## config.mk

```make
export PLATFORM = sky130hd
export DESIGN_NAME = dram_bank_seq
export DESIGN_NICKNAME = d
export VERILOG_FILES = /design/src/rtl/dbs_pkg.sv /design/src/rtl/dbs_rst_sync.sv /design/src/rtl/dbs_timer.sv /design/src/rtl/dbs_open_row.sv /design/src/rtl/dbs_ctrl.sv /design/src/rtl/dram_bank_seq.sv
export SDC_FILE = /design/constraint.sdc
export NUM_CORES = 1
export LEC_CHECK = 0
export BUFFER_PORTS_ARGS = -buffer_cell sky130_fd_sc_hd__clkbuf_2
export CAP_MARGIN = 20
export CORE_ASPECT_RATIO = 1.5
export CORE_MARGIN = 4
export CORE_UTILIZATION = 50
export CTS_CLUSTER_SIZE = 14
export DETAILED_ROUTE_END_ITERATION = 7
export PLACE_DENSITY = 0.79
export SYNTH_ARGS = -nofsm -noshare
export SYNTH_HDL_FRONTEND = slang
export SYNTH_HIERARCHICAL = 1
export SYNTH_SLANG_ARGS = --single-unit
```

## constraint.sdc

```tcl
create_clock -name clk -period 2.1 [get_ports clk]
set_clock_uncertainty 0.1 [all_clocks]
set_input_delay 0.42 -clock clk [delete_from_list [all_inputs] [get_ports clk]]
set_output_delay 0.42 -clock clk [all_outputs]
set_load 0.03 [all_outputs]
```

## src/rtl/dbs_pkg.sv

```systemverilog
package dbs_pkg;
  typedef enum logic [2:0] {
    OP_NOP = 3'd0,
    OP_PRE = 3'd1,
    OP_ACT = 3'd2,
    OP_RD  = 3'd3,
    OP_WR  = 3'd4
  } op_e;

  typedef enum logic [1:0] {
    K_HIT      = 2'd0,
    K_CLOSED   = 2'd1,
    K_CONFLICT = 2'd2
  } kind_e;

  typedef enum logic [2:0] {
    ST_IDLE,
    ST_PRE,
    ST_PRE_W,
    ST_ACT,
    ST_ACT_W,
    ST_CAS,
    ST_CAS_W
  } st_e;
endpackage

```

## src/rtl/dbs_rst_sync.sv

```systemverilog
module dbs_rst_sync #(
  parameter int STAGES = 2
) (
  input  logic clk,
  input  logic rst_n,
  output logic rst_sync_n
);
  logic [STAGES-1:0] sh_q;

  always_ff @(posedge clk or negedge rst_n) begin
    if (!rst_n) sh_q <= '0;
    else        sh_q <= {sh_q[STAGES-2:0], 1'b1};
  end

  assign rst_sync_n = sh_q[STAGES-1];
endmodule

```

## src/rtl/dbs_timer.sv

```systemverilog
module dbs_timer #(
  parameter int TW = 8
) (
  input  logic          clk,
  input  logic          rst_n,
  input  logic          load,
  input  logic [TW-1:0] load_val,
  output logic          last
);
  logic [TW-1:0] cnt_q, cnt_d;
  logic          cnt_en;

  always_comb begin
    cnt_en = load || (cnt_q != '0);
    cnt_d  = load ? load_val : cnt_q - 1'b1;
  end

  always_ff @(posedge clk or negedge rst_n) begin
    if (!rst_n)      cnt_q <= '0;
    else if (cnt_en) cnt_q <= cnt_d;
  end

  assign last = (cnt_q == {{(TW-1){1'b0}}, 1'b1});


  idle_hold_chk: assert property (@(posedge clk) disable iff (!rst_n)
    (cnt_q == '0 && !load) |=> (cnt_q == '0));
endmodule

```

## src/rtl/dbs_open_row.sv

```systemverilog
module dbs_open_row
  import dbs_pkg::*;
#(
  parameter int ROW_W = 14
) (
  input  logic             clk,
  input  logic             rst_n,
  input  logic             act_fire,
  input  logic             pre_fire,
  input  logic             cas_fire,
  input  logic [ROW_W-1:0] cmd_row,
  input  logic [ROW_W-1:0] probe_row,
  output kind_e            probe_kind
);
  logic             open_q, open_d;
  logic [ROW_W-1:0] row_q;
  logic             row_en;

  always_comb begin
    open_d = open_q;
    if (act_fire)      open_d = 1'b1;
    else if (pre_fire) open_d = 1'b0;
    row_en = act_fire;
  end

  always_ff @(posedge clk or negedge rst_n) begin
    if (!rst_n) open_q <= 1'b0;
    else        open_q <= open_d;
  end

  always_ff @(posedge clk or negedge rst_n) begin
    if (!rst_n)      row_q <= '0;
    else if (row_en) row_q <= cmd_row;
  end

  always_comb begin
    if (!open_q)                 probe_kind = K_CLOSED;
    else if (row_q == probe_row) probe_kind = K_HIT;
    else                         probe_kind = K_CONFLICT;
  end


  act_on_closed_chk: assert property (@(posedge clk) disable iff (!rst_n)
    act_fire |-> !open_q);

  pre_on_open_chk: assert property (@(posedge clk) disable iff (!rst_n)
    pre_fire |-> open_q);

  cas_row_match_chk: assert property (@(posedge clk) disable iff (!rst_n)
    cas_fire |-> (open_q && row_q == cmd_row));

  act_opens_row_chk: assert property (@(posedge clk) disable iff (!rst_n)
    act_fire |=> (open_q && row_q == $past(cmd_row)));
endmodule

```

## src/rtl/dbs_ctrl.sv

```systemverilog
module dbs_ctrl
  import dbs_pkg::*;
#(
  parameter int ROW_W = 14,
  parameter int COL_W = 10,
  parameter int TW    = 8
) (
  input  logic             clk,
  input  logic             rst_n,
  input  logic [TW-1:0]    t_ras,
  input  logic [TW-1:0]    t_cas,
  input  logic [TW-1:0]    t_rp,
  input  logic             req_valid,
  input  logic [ROW_W-1:0] req_row,
  input  logic [COL_W-1:0] req_col,
  input  logic             req_write,
  input  kind_e            probe_kind,
  input  logic             tmr_last,
  output logic             req_ready,
  output logic             tmr_load,
  output logic [TW-1:0]    tmr_val,
  output logic             act_fire,
  output logic             pre_fire,
  output logic             cas_fire,
  output logic             cmd_valid,
  output op_e              cmd_op,
  output logic [ROW_W-1:0] cmd_row,
  output logic [COL_W-1:0] cmd_col,
  output logic             done,
  output kind_e            done_kind
);
  st_e              st_q, st_d;
  logic [ROW_W-1:0] row_q;
  logic [COL_W-1:0] col_q;
  logic             wr_q;
  kind_e            kind_q;
  logic             accept, finish;
  logic             done_q;
  kind_e            dkind_q;
  logic [TW-1:0]    ras_m1, cas_m1, rp_m1;

  // a programmed 0 behaves like 1
  always_comb begin
    ras_m1 = (t_ras == '0) ? '0 : t_ras - 1'b1;
    cas_m1 = (t_cas == '0) ? '0 : t_cas - 1'b1;
    rp_m1  = (t_rp  == '0) ? '0 : t_rp  - 1'b1;
  end

  assign accept = (st_q == ST_IDLE) && req_valid;

  always_comb begin
    st_d     = st_q;
    tmr_load = 1'b0;
    tmr_val  = '0;
    finish   = 1'b0;
    case (st_q)
      ST_IDLE: begin
        if (req_valid) begin
          case (probe_kind)
            K_HIT:    st_d = ST_CAS;
            K_CLOSED: st_d = ST_ACT;
            default:  st_d = ST_PRE;
          endcase
        end
      end
      ST_PRE: begin
        tmr_load = 1'b1;
        tmr_val  = rp_m1;
        st_d     = (rp_m1 == '0) ? ST_ACT : ST_PRE_W;
      end
      ST_PRE_W: if (tmr_last) st_d = ST_ACT;
      ST_ACT: begin
        tmr_load = 1'b1;
        tmr_val  = ras_m1;
        st_d     = (ras_m1 == '0) ? ST_CAS : ST_ACT_W;
      end
      ST_ACT_W: if (tmr_last) st_d = ST_CAS;
      ST_CAS: begin
        tmr_load = 1'b1;
        tmr_val  = cas_m1;
        if (cas_m1 == '0) begin
          st_d   = ST_IDLE;
          finish = 1'b1;
        end else begin
          st_d = ST_CAS_W;
        end
      end
      ST_CAS_W: begin
        if (tmr_last) begin
          st_d   = ST_IDLE;
          finish = 1'b1;
        end
      end
      default: st_d = ST_IDLE;
    endcase
  end

  always_ff @(posedge clk or negedge rst_n) begin
    if (!rst_n) st_q <= ST_IDLE;
    else        st_q <= st_d;
  end

  always_ff @(posedge clk or negedge rst_n) begin
    if (!rst_n) begin
      row_q  <= '0;
      col_q  <= '0;
      wr_q   <= 1'b0;
      kind_q <= K_HIT;
    end else if (accept) begin
      row_q  <= req_row;
      col_q  <= req_col;
      wr_q   <= req_write;
      kind_q <= probe_kind;
    end
  end

  always_ff @(posedge clk or negedge rst_n) begin
    if (!rst_n) done_q <= 1'b0;
    else        done_q <= finish;
  end

  always_ff @(posedge clk or negedge rst_n) begin
    if (!rst_n)      dkind_q <= K_HIT;
    else if (finish) dkind_q <= kind_q;
  end

  always_comb begin
    pre_fire  = (st_q == ST_PRE);
    act_fire  = (st_q == ST_ACT);
    cas_fire  = (st_q == ST_CAS);
    cmd_valid = pre_fire || act_fire || cas_fire;
    if (pre_fire)      cmd_op = OP_PRE;
    else if (act_fire) cmd_op = OP_ACT;
    else if (cas_fire) cmd_op = wr_q ? OP_WR : OP_RD;
    else               cmd_op = OP_NOP;
  end

  assign req_ready = (st_q == ST_IDLE);
  assign cmd_row   = row_q;
  assign cmd_col   = col_q;
  assign done      = done_q;
  assign done_kind = dkind_q;


  done_pulse_chk: assert property (@(posedge clk) disable iff (!rst_n)
    done |=> !done);

  busy_no_ready_chk: assert property (@(posedge clk) disable iff (!rst_n)
    accept |=> (cmd_valid && !req_ready));

  cmd_single_chk: assert property (@(posedge clk) disable iff (!rst_n)
    cmd_valid |=> (cmd_op != $past(cmd_op)));

  hit_cas_first_chk: assert property (@(posedge clk) disable iff (!rst_n)
    (accept && probe_kind == K_HIT) |=> cas_fire);
endmodule

```

## src/rtl/dram_bank_seq.sv

```systemverilog
module dram_bank_seq
  import dbs_pkg::*;
#(
  parameter int ROW_W = 14,
  parameter int COL_W = 10,
  parameter int TW    = 8
) (
  input  logic             clk,
  input  logic             rst_n,
  input  logic [TW-1:0]    t_ras,
  input  logic [TW-1:0]    t_cas,
  input  logic [TW-1:0]    t_rp,
  input  logic             req_valid,
  output logic             req_ready,
  input  logic [ROW_W-1:0] req_row,
  input  logic [COL_W-1:0] req_col,
  input  logic             req_write,
  output logic             cmd_valid,
  output logic [2:0]       cmd_op,
  output logic [ROW_W-1:0] cmd_row,
  output logic [COL_W-1:0] cmd_col,
  output logic             done,
  output logic [1:0]       done_kind
);
  logic          srst_n;
  logic          tmr_load, tmr_last;
  logic [TW-1:0] tmr_val;
  logic          act_fire, pre_fire, cas_fire;
  kind_e         probe_kind;
  op_e           op_w;
  kind_e         dkind_w;

  dbs_rst_sync #(.STAGES(2)) u_rst (
    .clk(clk), .rst_n(rst_n), .rst_sync_n(srst_n)
  );

  dbs_timer #(.TW(TW)) u_tmr (
    .clk(clk), .rst_n(srst_n), .load(tmr_load), .load_val(tmr_val),
    .last(tmr_last)
  );

  dbs_open_row #(.ROW_W(ROW_W)) u_row (
    .clk(clk), .rst_n(srst_n), .act_fire(act_fire), .pre_fire(pre_fire),
    .cas_fire(cas_fire), .cmd_row(cmd_row), .probe_row(req_row),
    .probe_kind(probe_kind)
  );

  dbs_ctrl #(.ROW_W(ROW_W), .COL_W(COL_W), .TW(TW)) u_ctrl (
    .clk(clk), .rst_n(srst_n), .t_ras(t_ras), .t_cas(t_cas), .t_rp(t_rp),
    .req_valid(req_valid), .req_row(req_row), .req_col(req_col),
    .req_write(req_write), .probe_kind(probe_kind), .tmr_last(tmr_last),
    .req_ready(req_ready), .tmr_load(tmr_load), .tmr_val(tmr_val),
    .act_fire(act_fire), .pre_fire(pre_fire), .cas_fire(cas_fire),
    .cmd_valid(cmd_valid), .cmd_op(op_w), .cmd_row(cmd_row),
    .cmd_col(cmd_col), .done(done), .done_kind(dkind_w)
  );

  assign cmd_op    = op_w;
  assign done_kind = dkind_w;
endmodule

```

==> results of run 1 <==
## report_power, final
group	internal [mW]	total (mW)	switching [mW]	leakage (nW)
Sequential	1.66	2.08	0.416	0.694
Clock	0.455	0.874	0.418	0.0872
Combinational	1.36	2.97	1.61	1.39
## worst max-delay path, stage by stage
cell and delay [ns]:
clkbuf_16 0.14, inv_12 0.05, ha_4 0.12, or4b_4 0.46, or4_4 0.46, nand2_4 0.11, a21oi_2 0.03, or3_1 0.32
nor2_1 0.09, a211oi_1 0.06
## repair_timing
| action | in CTS | in global routing |
|---|---|---|
| buffers inserted | 5 | 2 |
| gates resized for setup | 9 | 21 |
| setup endpoints to repair | 7 | 16 |
| hold buffers | 1 | 0 |
| hold endpoints to repair | 2 | 0 |
| pin swaps | 1 | 7 |
## logic make-up after synthesis
logic type	share of synthesized area, %
adders and majority gates	2.55
buffers and inverters	4.44
AOI/OAI and AO/OA	10.7
xor gates and xnor gates	6.12
DFF	42.2
and+or+nand+nor	16.1
other	0.109
muxes	17.7
## cell type report
class | count | area, um2
clock inverter | 3 | 15.0
clock buffer | 13 | 149
tap | 76 | 95.1
sequential | 58 | 1460
timing repair buffer | 143 | 915
multi-input combinational | 230 | 1930
inverter | 17 | 78.8
fill | 487 | 1940
## synth_stat cells, types with 2 or more instances
cell,count
nor3b_1,2
nor2_1,22
ha_1,7
nand2_1,14
o21ai_0,13
a21oi_1,9
a31oi_1,3
a211oi_1,4
o22a_1,3
xor2_1,12
mux2_2,34
and2_1,2
o31ai_1,4
nor3_1,12
inv_1,17
or3b_2,2
mux2i_1,9
nor4b_1,2
o22a_2,2
clkbuf_1,8
nand4b_1,2
nor2b_1,3
or3_1,2
mux2_4,9
nor4_1,6
o221ai_1,2
dfrtp_1,58
nand3_1,4
xnor2_1,12
and4_1,2
or4_1,3
a21o_1,2
buf_2,4
## worst paths after layout
check	start	end	slack (ns)	depth (start not counted)
min in group clk	req_col[9]	u_ctrl/cmd_col[9]	0.23	2
worst max register to register	u_tmr/cnt_q[3]	u_ctrl/done_kind[1]	0.13	6
worst max-delay path	t_rp[0]	u_tmr/cnt_q[3]	-0.06	10
worst min-delay path	u_rst/sh_q[1]	u_row/row_q[5]	0.13	0
max in group asynchronous	u_rst/sh_q[1]	u_ctrl/cmd_row[4]	1.08	1
worst min register to register	u_rst/sh_q[1]	u_row/row_q[5]	0.13	0
## sequential cells by signal, summed over array words and instances, names as in the netlist
register / cells
u_row/open_q: 1
u_tmr/cnt_q: 8
u_rst/sh_q: 2
u_ctrl/cmd_row: 14
u_ctrl/wr_q: 1
u_row/row_q: 14
u_ctrl/st_q: 3
u_ctrl/kind_q: 2
u_ctrl/done_kind: 2
u_ctrl/done: 1
u_ctrl/cmd_col: 10
## layer usage
layer,up-vias,part of all wire (%),GRT usage (%)
met3,12,5.6,4.94
li1,1440,-,-
met5,-,0,0
met4,0,1.9,9.00
met2,100,54,39.2
met1,1435,39,25.6
## stage by stage
stage | total power [mW] | setup WS (ns)
6_report | 5.92 | -0.0627
4_1_cts | 5.86 | -0.0231
2_1_floorplan | 4.03 | -0.192
3_5_place_dp | 4.87 | -0.449
3_3_place_gp | 4.75 | -0.420
5_1_grt | 6.31 | -0.134
==> results.md, run 1 <==
- Status: finished, violations left
- Failing checks: setup timing
- Number of iterations in the first detailed-routing pass: 4
- Die W: 75.7 um
- First-pass GRT wire length: 14.0 mm
- Initial antenna violation count: 0
- Synth Flop Type: dfrtp_1
- Vias in the first global route: 3,068
- Period utilization: 103%
- Final-report hold violation count: 0
- CTS tree: yes
- ANT cells: 0
- Synth unique cells: 63
- Peak supply drop: 0.955 mV
- Placed cells: 516
- Global Route Usage Sum: 22.3%
- # rows: 36
- Root Buffer: clkbuf_8
- Die area: 8290 um2
- Largest net degree at the start of global routing: 27
- GR Overflow Total: 0
- Non-Filler Instances: 540
- Clk Latency, worst-skew pair: 0.33 ns
- Total CTS buffers: 9
- H-Tree Level Count: 3
- Vias per std cell: 5.53
- WS Path Type: in -> reg
- Most frequent cells in the layout: 78 x clkbuf_2, 60 x buf_4, 55 x dfrtp_1
- Largest cells by area after synthesis: dfrtp_1 42%, mux2_2 11%, mux2_4 3.9%, xnor2_1 3.1%, xor2_1 3.1%
- RePlAce Congestion: 0.913
- Asr flop ratio synth: 100%
- Period minus WS final: 2.16 ns
- PwrDens: 1280 nW/um2
- Hold slack final: 0.127 ns
- Synth Register Bits: 58
- Setup-failing EPs final: 4
- Max clock buf depth: 2
- Ratio of cells with drive above 1 in the final layout: 50.2%
- Reg clk slew, reported paths: 0.07 ns
- Area grow syn2layout: 34.9%
- MaxCap Viol Count: 0
- Final Instance Area: 4640 um2
- Max Freq: 462 MHz
- Fin nets: 518
- DR WL/cell: 16.0 um
- Final Util: 70.5%
- PnR worst setup slack: -0.0627 ns
- Top-Level Pins: 84
- Top-area cell type share of the netlist area: 42.2%
- RSZ-0062 raised after global routing: yes
- Setup TNS: -0.161 ns
- Net Count, Synth: 379
- HP Class: reg -> async
- Req. time, crit path: 2.19 ns
- Drt drc: 0
- Arrival @ worst endpoint: 2.25 ns
- Crit-path max FO: 4
- Clock sinks: 58
- Mapped Area: 3440 um2
- Slew headroom: 62.0%
- Starting density of the core: 52.2%
- Synth warn: 6
- Cells after synthesis: 320
- Routed Antenna Nets: 0
- Core area: 6580 um2
- Mean post-synth cell area: 10.7 um2
- Die height: 110 um
- Input/output buffers: 83
- Yosys top cell by area: dfrtp_1
- Vias after detailed routing: 2,987
- HPWL Detailed: 6.40 mm
- Placed Area: 4310 um2
- Crit. End Element: flop
- DR iter-0 viols: 124
- P_leak: 2.17 nW
- Most common cell after layout, fill and taps aside: clkbuf_2
- Startpoint Class: primary input
- Tightest Pin Transition: 0.565 ns
- Total Wirelength: 8.63 mm
- EDFF count, synth: 0
- Sequential fraction of the synthesis area: 42.2%
- Max-slew violation count: 0
(Power assumes the default switching activity.)
==> inputs of run 2 (changes only) <==
CELL_PAD_IN_SITES_DETAIL_PLACEMENT = 1   (was not set)
CELL_PAD_IN_SITES_GLOBAL_PLACEMENT = 1   (was not set)
CORE_UTILIZATION = 40   (was 50)
PLACE_DENSITY = 0.85   (was 0.79)
SYNTH_HIERARCHICAL = not set   (was 1)
==> run 2 against run 1 <==
Effect of this change: the run still ends with setup timing left; sequential share of layout area decreased by 0.18 points; clock power increased by 85%; worst hold slack improved by 0.045 ns; critical path depth decreased by 4; sequential power decreased by 46%; area after synthesis decreased by 4.5%; setup slack got worse by 0.037 ns; clock-buffer cell count unchanged; final cell count increased by 13%; flip-flop and latch count unchanged; global-route usage increased by 1.8 points.
==> results.md, run 2 <==
- Input/output buffers: 83
- Buf/Inv on CP: 1
- Routed Antenna Nets: 0
- Sequential share of power: 37.3%
- Critical path startpoint: t_cas[1]
- Synth unique cells: 49
- Max clock buf depth: 2
- RePlAce Congestion: 0.894
- Clock share of power: 53.8%
- H-Tree Level Count: 3
- Top-Level Pins: 84
- GR Overflow Total: 0
- Count leader, synth: nand2_1
- Startpoint Class: primary input
- Xor/xnor share of the synthesized area: 7.21%
- Largest cells by area after synthesis: dfrtp_1 44%, nand2_1 11%, xnor2_1 6.1%, mux2_2 4.8%, ha_1 2.7%
- Max Freq: 455 MHz
- # rows: 40
- Clk Latency, worst-skew pair: 0.33 ns
- Die height: 119 um
- Arrival @ worst endpoint: 2.31 ns
- Setup TNS: -0.237 ns
- Req. time, crit path: 2.21 ns
- Largest family of logic cells by synthesized area: simple AND/OR/NAND/NOR gates
- Max incr delay on CP: 0.55 ns
- Yosys top cell by area: dfrtp_1
- PnR worst setup slack: -0.0997 ns
- Synth Area in Compound Gates: 12.5%
- Post-Place Worst Slack: -0.481 ns
- Core area: 8010 um2
- Tightest Pin Transition: 0.549 ns
- Vias per std cell: 5.34
- DR iter-0 viols: 113
- Placed cells: 587
- Initial antenna violation count: 0
- Failing checks: setup timing
- Slowest-stage cell, CP: or4_4
- Total CTS buffers: 9
- Number of iterations in the first detailed-routing pass: 4
- Global Route Usage Sum: 24.1%
- Vias in the first global route: 3,633
- Sequential fraction of the synthesis area: 44.2%
- Root Buffer: clkbuf_16
- Synth warn: 0
- Synth Flop Type: dfrtp_1
- EDFF count, synth: 0
- Vias after detailed routing: 3,271
- Asr flop ratio synth: 100%
- Cells after synthesis: 361
- Switch Pwr: 0.638 mW
- Reg clk slew, reported paths: 0.05 ns
- Ratio of cells with drive above 1 in the final layout: 38.1%
- WS Path Type: in -> reg
- CP cell instances: buf_6 > or4_4 > or3_4 > a2111o_1 > o32ai_4 > mux2_4
- Slew headroom: 63.0%
- Critical R2R Launch: u_tmr.cnt_q[7]
- Total Wirelength: 11.1 mm
- CTS tree: yes
- Clock sinks: 58
- Synth top cells by count: 93 x nand2_1, 58 x dfrtp_1, 23 x xnor2_1
- Mean post-synth cell area: 9.09 um2
- Setup-failing EPs final: 3
- Most common cell after layout, fill and taps aside: nand2_1
- Non-Filler Instances: 612
- Status: finished, violations left
- Synth Register Bits: 58
- Crit. End Element: flop
- First-pass GRT wire length: 17.9 mm
- RSZ-0062 raised after global routing: yes
- Net Count, Synth: 420
- Logic pwr share: 8.9%
- Largest net degree at the start of global routing: 57
- Die area: 9740 um2
- Peak supply drop: 0.548 mV
- MaxCap Viol Count: 0
- Synthesized-area fraction occupied by and/or/nand/nor cells: 22.9%
- Die W: 81.9 um
- Mapped Area: 3280 um2
- Most frequent cells in the layout: 93 x nand2_1, 81 x clkbuf_2, 56 x dfrtp_1
- HPWL Detailed: 8.30 mm
- ANT cells: 0
- Max-slew violation count: 0
- FF-to-FF setup slack: 0.11 ns
- Starting density of the core: 41.0%
- Post-Synth Adder-Cell Area: 2.67%
- Area grow syn2layout: 42.0%
- Sw Ratio: 21.1%
- Period minus WS final: 2.20 ns
- P_leak: 2.37 nW
- Final-report hold violation count: 0
- Period utilization: 105%
- CP delay by family, top: simple AND/OR/NAND/NOR gates
- Final Util: 58.2%
- DR WL/cell: 18.2 um
- Crit-path max FO: 3
- Drt drc: 0
- Top-area cell type share of the netlist area: 44.2%
- HP Class: reg -> async
- Power Internal: 2.38 mW
- Fin nets: 562
- Mux cell area share after synthesis: 6.41%
- Total power: 3.02 mW
- PwrDens: 648 nW/um2
-- run 2: cell types whose count changed after synthesis, moves of 4 or more --
cell,before,now
nand4_1,1,5
xor2_1,12,4
nand2b_1,1,5
mux2i_1,9,3
mux2_4,9,0
nor3_1,12,8
o22ai_1,1,5
xnor2_1,12,23
nand2_1,14,93
nor2_1,22,18
mux2_2,34,14
buf_2,4,0
-- run 2: power groups by stage --
| stage | Combinational (mW) | Sequential [mW] | Clock, mW |
|---|---|---|---|
| finish | 0.267 | 1.13 | 1.62 |
| global route | 0.291 | 1.12 | 1.71 |
| CTS | 0.262 | 1.12 | 1.65 |
| detailed placement | 0.249 | 1.14 | 0 |
| global placement | 0.241 | 1.14 | 0 |
| floorplan | 0.0775 | 1.16 | 0 |
-- run 2: cell type report --
type / instances / area, um2
flip-flops and latches: 58 / 1450
clock inverters: 2 / 60.1
multi-input cells: 275 / 1800
well taps: 105 / 131
clock buffers: 13 / 270
inverters: 18 / 67.6
repair buffers: 141 / 878
fillers: 959 / 3350
-- run 2: timing repair --
| action | 4_1_cts | 5_1_grt |
|---|---|---|
| setup buffers | 5 | 5 |
| endpoints found under the setup margin | 5 | 7 |
| endpoints found under the hold margin | 2 | 0 |
| pin swaps | 7 | 8 |
| hold buffers | 1 | 0 |
| gates resized for setup | 11 | 8 |
-- run 2: cell families (layout without fill, tap and decap cells) --
group	Yosys count	count (layout)
muxes	19	19
xor gates and xnor gates	27	27
AOI/OAI and AO/OA	59	59
and+or+nand+nor	162	162
other	1	1
buffers and inverters	28	174
DFF	58	58
adders and majority gates	7	7
-- run 2: final timing paths --
kind	depth (start not counted)	to
worst max-delay path	6	u_ctrl.done_kind[0]
worst min-delay path	1	u_row.row_q[13]
worst max register to register	5	u_ctrl.done_kind[0]
worst min register to register	1	u_row.row_q[13]
max in group asynchronous	2	u_rst.sh_q[1]
min in group clk	3	u_ctrl.cmd_col[0]
-- run 2: worst register-to-register path: stages (launching register included) --
cell,delay (ns)
dfrtp_1,0.42
nor4_2,0.32
nand3_1,0.20
buf_4,0.19
o32ai_4,0.32
mux2_4,0.33
-- run 2: stage by stage --
| step | hold WS, ns | area [um2] |
|---|---|---|
| floorplan | 0.0244 | 3290 |
| global placement | 0.105 | 4140 |
| detailed placement | 0.109 | 4140 |
| CTS | 0.180 | 4580 |
| global route | 0.196 | 4660 |
| finish | 0.172 | 4660 |
-- run 2: metal layers --
metal  vias to the layer above  GRT usage [%]  wire length [um]
li1                       1539              -                 -
met5                         -              0                 0
met3                        27           5.60               566
met1                      1606           25.9              4170
met4                         0           11.4               442
met2                        99           42.8              5970
==> inputs of run 3 (changes only) <==
PLACE_DENSITY = 0.87   (was 0.85)
==> run 3 against run 2 <==
Effect of this change: the run still ends with setup timing left; combinational power shrank 8.2%; core utilization shrank 2.1 points; design area shrank 3.5%; routed wire length shrank 3.7%; register-to-register slack lost 0.08 ns; flip-flop and latch count is the same; clock-buffer cell count shrank 2; worst hold slack gained 0.0056 ns; setup slack lost 0.042 ns; maximum frequency shrank 1.9%; clock power shrank 4%.
==> results.md, run 3 (synthesis results as in run 2) <==
- Status: finished, violations left
- Failing checks: setup timing
- H-Tree Level Count: 3
- Most frequent cells in the layout: 93 x nand2_1, 80 x clkbuf_2, 56 x dfrtp_1
- First-pass GRT wire length: 17.6 mm
- Req. time, crit path: 2.21 ns
- Top-Level Pins: 84
- Critical R2R Launch: u_tmr.cnt_q[7]
- Most common cell after layout, fill and taps aside: nand2_1
- Vias after detailed routing: 3,288
- Starting density of the core: 41.0%
- RSZ-0062 raised after global routing: yes
- Slowest-stage cell, CP: or4_4
- Sw Ratio: 21.4%
- Period utilization: 107%
- Clock share of power: 53.2%
- Vias in the first global route: 3,583
- HPWL Detailed: 8.05 mm
- Clock sinks: 58
- Reg2reg end: u_ctrl.st_q[2]
- Drt drc: 0
- Ratio of cells with drive above 1 in the final layout: 35.6%
- WS Path Type: in -> reg
- Crit-path max FO: 3
- Max-slew violation count: 0
- P_leak: 2.29 nW
- DR WL/cell: 17.8 um
- Root Buffer: clkbuf_16
- PwrDens: 652 nW/um2
- Input/output buffers: 83
- Die height: 119 um
- Number of iterations in the first detailed-routing pass: 4
- Largest net degree at the start of global routing: 57
- Vias per std cell: 5.46
- Arrival @ worst endpoint: 2.35 ns
- Die W: 81.9 um
- Routed Antenna Nets: 0
- Logic pwr share: 8.4%
- Fill cells: 958
- Peak supply drop: 0.575 mV
- R2R depth: 5
- RePlAce Congestion: 0.888
- Switch Pwr: 0.626 mW
- Total power: 2.93 mW
- Reg clk slew, reported paths: 0.05 ns
- GR Overflow Total: 0
- Final-report hold violation count: 0
- Global Route Usage Sum: 23.5%
- HP Class: reg -> async
- Startpoint Class: primary input
- Max clock buf depth: 2
- PnR worst setup slack: -0.142 ns
- Total Wirelength: 10.7 mm
- Total CTS buffers: 9
- FF-to-FF setup slack: 0.03 ns
- CTS tree: yes
- Die area: 9740 um2
- DR iter-0 viols: 127
- Period minus WS final: 2.24 ns
- Area grow syn2layout: 37.0%
- Setup-failing EPs final: 3
- Initial antenna violation count: 0
- CP cell instances: buf_6 > or4_4 > or3_4 > a2111o_1 > o32ai_4 > mux2_4
- Core area: 8010 um2
- Clk Latency, worst-skew pair: 0.33 ns
- Sequential share of power: 38.4%
- Fin nets: 551
- Power Internal: 2.30 mW
- # rows: 40
- MaxCap Viol Count: 0
- Max Freq: 446 MHz
- Crit. End Element: flop
- ANT cells: 0
- Post-Place Worst Slack: -0.456 ns
- Max incr delay on CP: 0.53 ns
[run 3: changes by cell type in the layout (fill, tap and decap cells not counted), moves of 2 or more]
cell	delta
clkinv_2	+2
nor4_1	+2
clkbuf_8	-2
buf_4	-10
[run 3: per-stage QoR]
stage	setup TNS, ns	hold slack (ns)	area (um2)	util (%)	std cells
2_1_floorplan	-0.738	0.0244	3290	-	361
3_3_place_gp	-1.61	0.107	4110	51.3	582
3_5_place_dp	-1.87	0.108	4110	51.3	582
4_1_cts	-0.342	0.183	4460	55.7	600
5_1_grt	-0.551	0.200	4490	56.1	602
6_report	-0.364	0.178	4490	56.1	602
[run 3: cell type report]
class	count	area, um2	share of cell area (%)
Tap cell	105	131	2.92
Sequential cell	58	1450	32.4
Inverter	18	67.6	1.50
Timing Repair Buffer	130	792	17.6
Clock buffer	11	243	5.40
Clock inverter	5	77.6	1.73
Multi-Input combinational cell	275	1730	38.5
[run 3: layer usage]
| layer | GRT usage (%) | share of wire, % |
|---|---|---|
| met4 | 12.3 | 4.1 |
| met1 | 25.9 | 37 |
| met3 | 5.07 | 5.2 |
| met5 | 0 | 0 |
| met2 | 41.0 | 53 |
[run 3: worst max-delay path by stage]
stage / slack [ns] / from / endpoint / depth (start not counted)
2_1_floorplan: -0.31 / t_cas[1] / u_ctrl.done_kind[0] / 5
4_1_cts: -0.12 / t_cas[1] / u_ctrl.done_kind[1] / 6
6_report: -0.14 / t_cas[3] / u_ctrl.done_kind[0] / 6
5_1_grt: -0.17 / t_cas[3] / u_ctrl.done_kind[1] / 6
3_3_place_gp: -0.41 / t_cas[1] / u_ctrl.done_kind[1] / 6
3_5_place_dp: -0.46 / t_cas[1] / u_ctrl.done_kind[1] / 6
[run 3: critical path, delay by kind of cell]
kind | cells | cell delay, ns
and+or+nand+nor | 2 | 0.87
AOI/OAI and AO/OA | 2 | 0.64
muxes | 1 | 0.33
buffers and inverters | 1 | 0.09
[run 3: repair_timing]
action                     CTS  global route
hold endpoints to repair     2             0
hold buffers                 1             0
setup endpoints to repair    5             6
buffers inserted             1             2
pin swaps                    0             4
resized for setup            4             5
[run 3: power by group through the flow]
stage          sequential, mW  clock, mW  combinational (mW)
3_5_place_dp             1.14          0               0.238
6_report                 1.13       1.56               0.245
3_3_place_gp             1.14          0               0.230
4_1_cts                  1.12       1.58               0.244
5_1_grt                  1.12       1.64               0.269
2_1_floorplan            1.16          0              0.0775
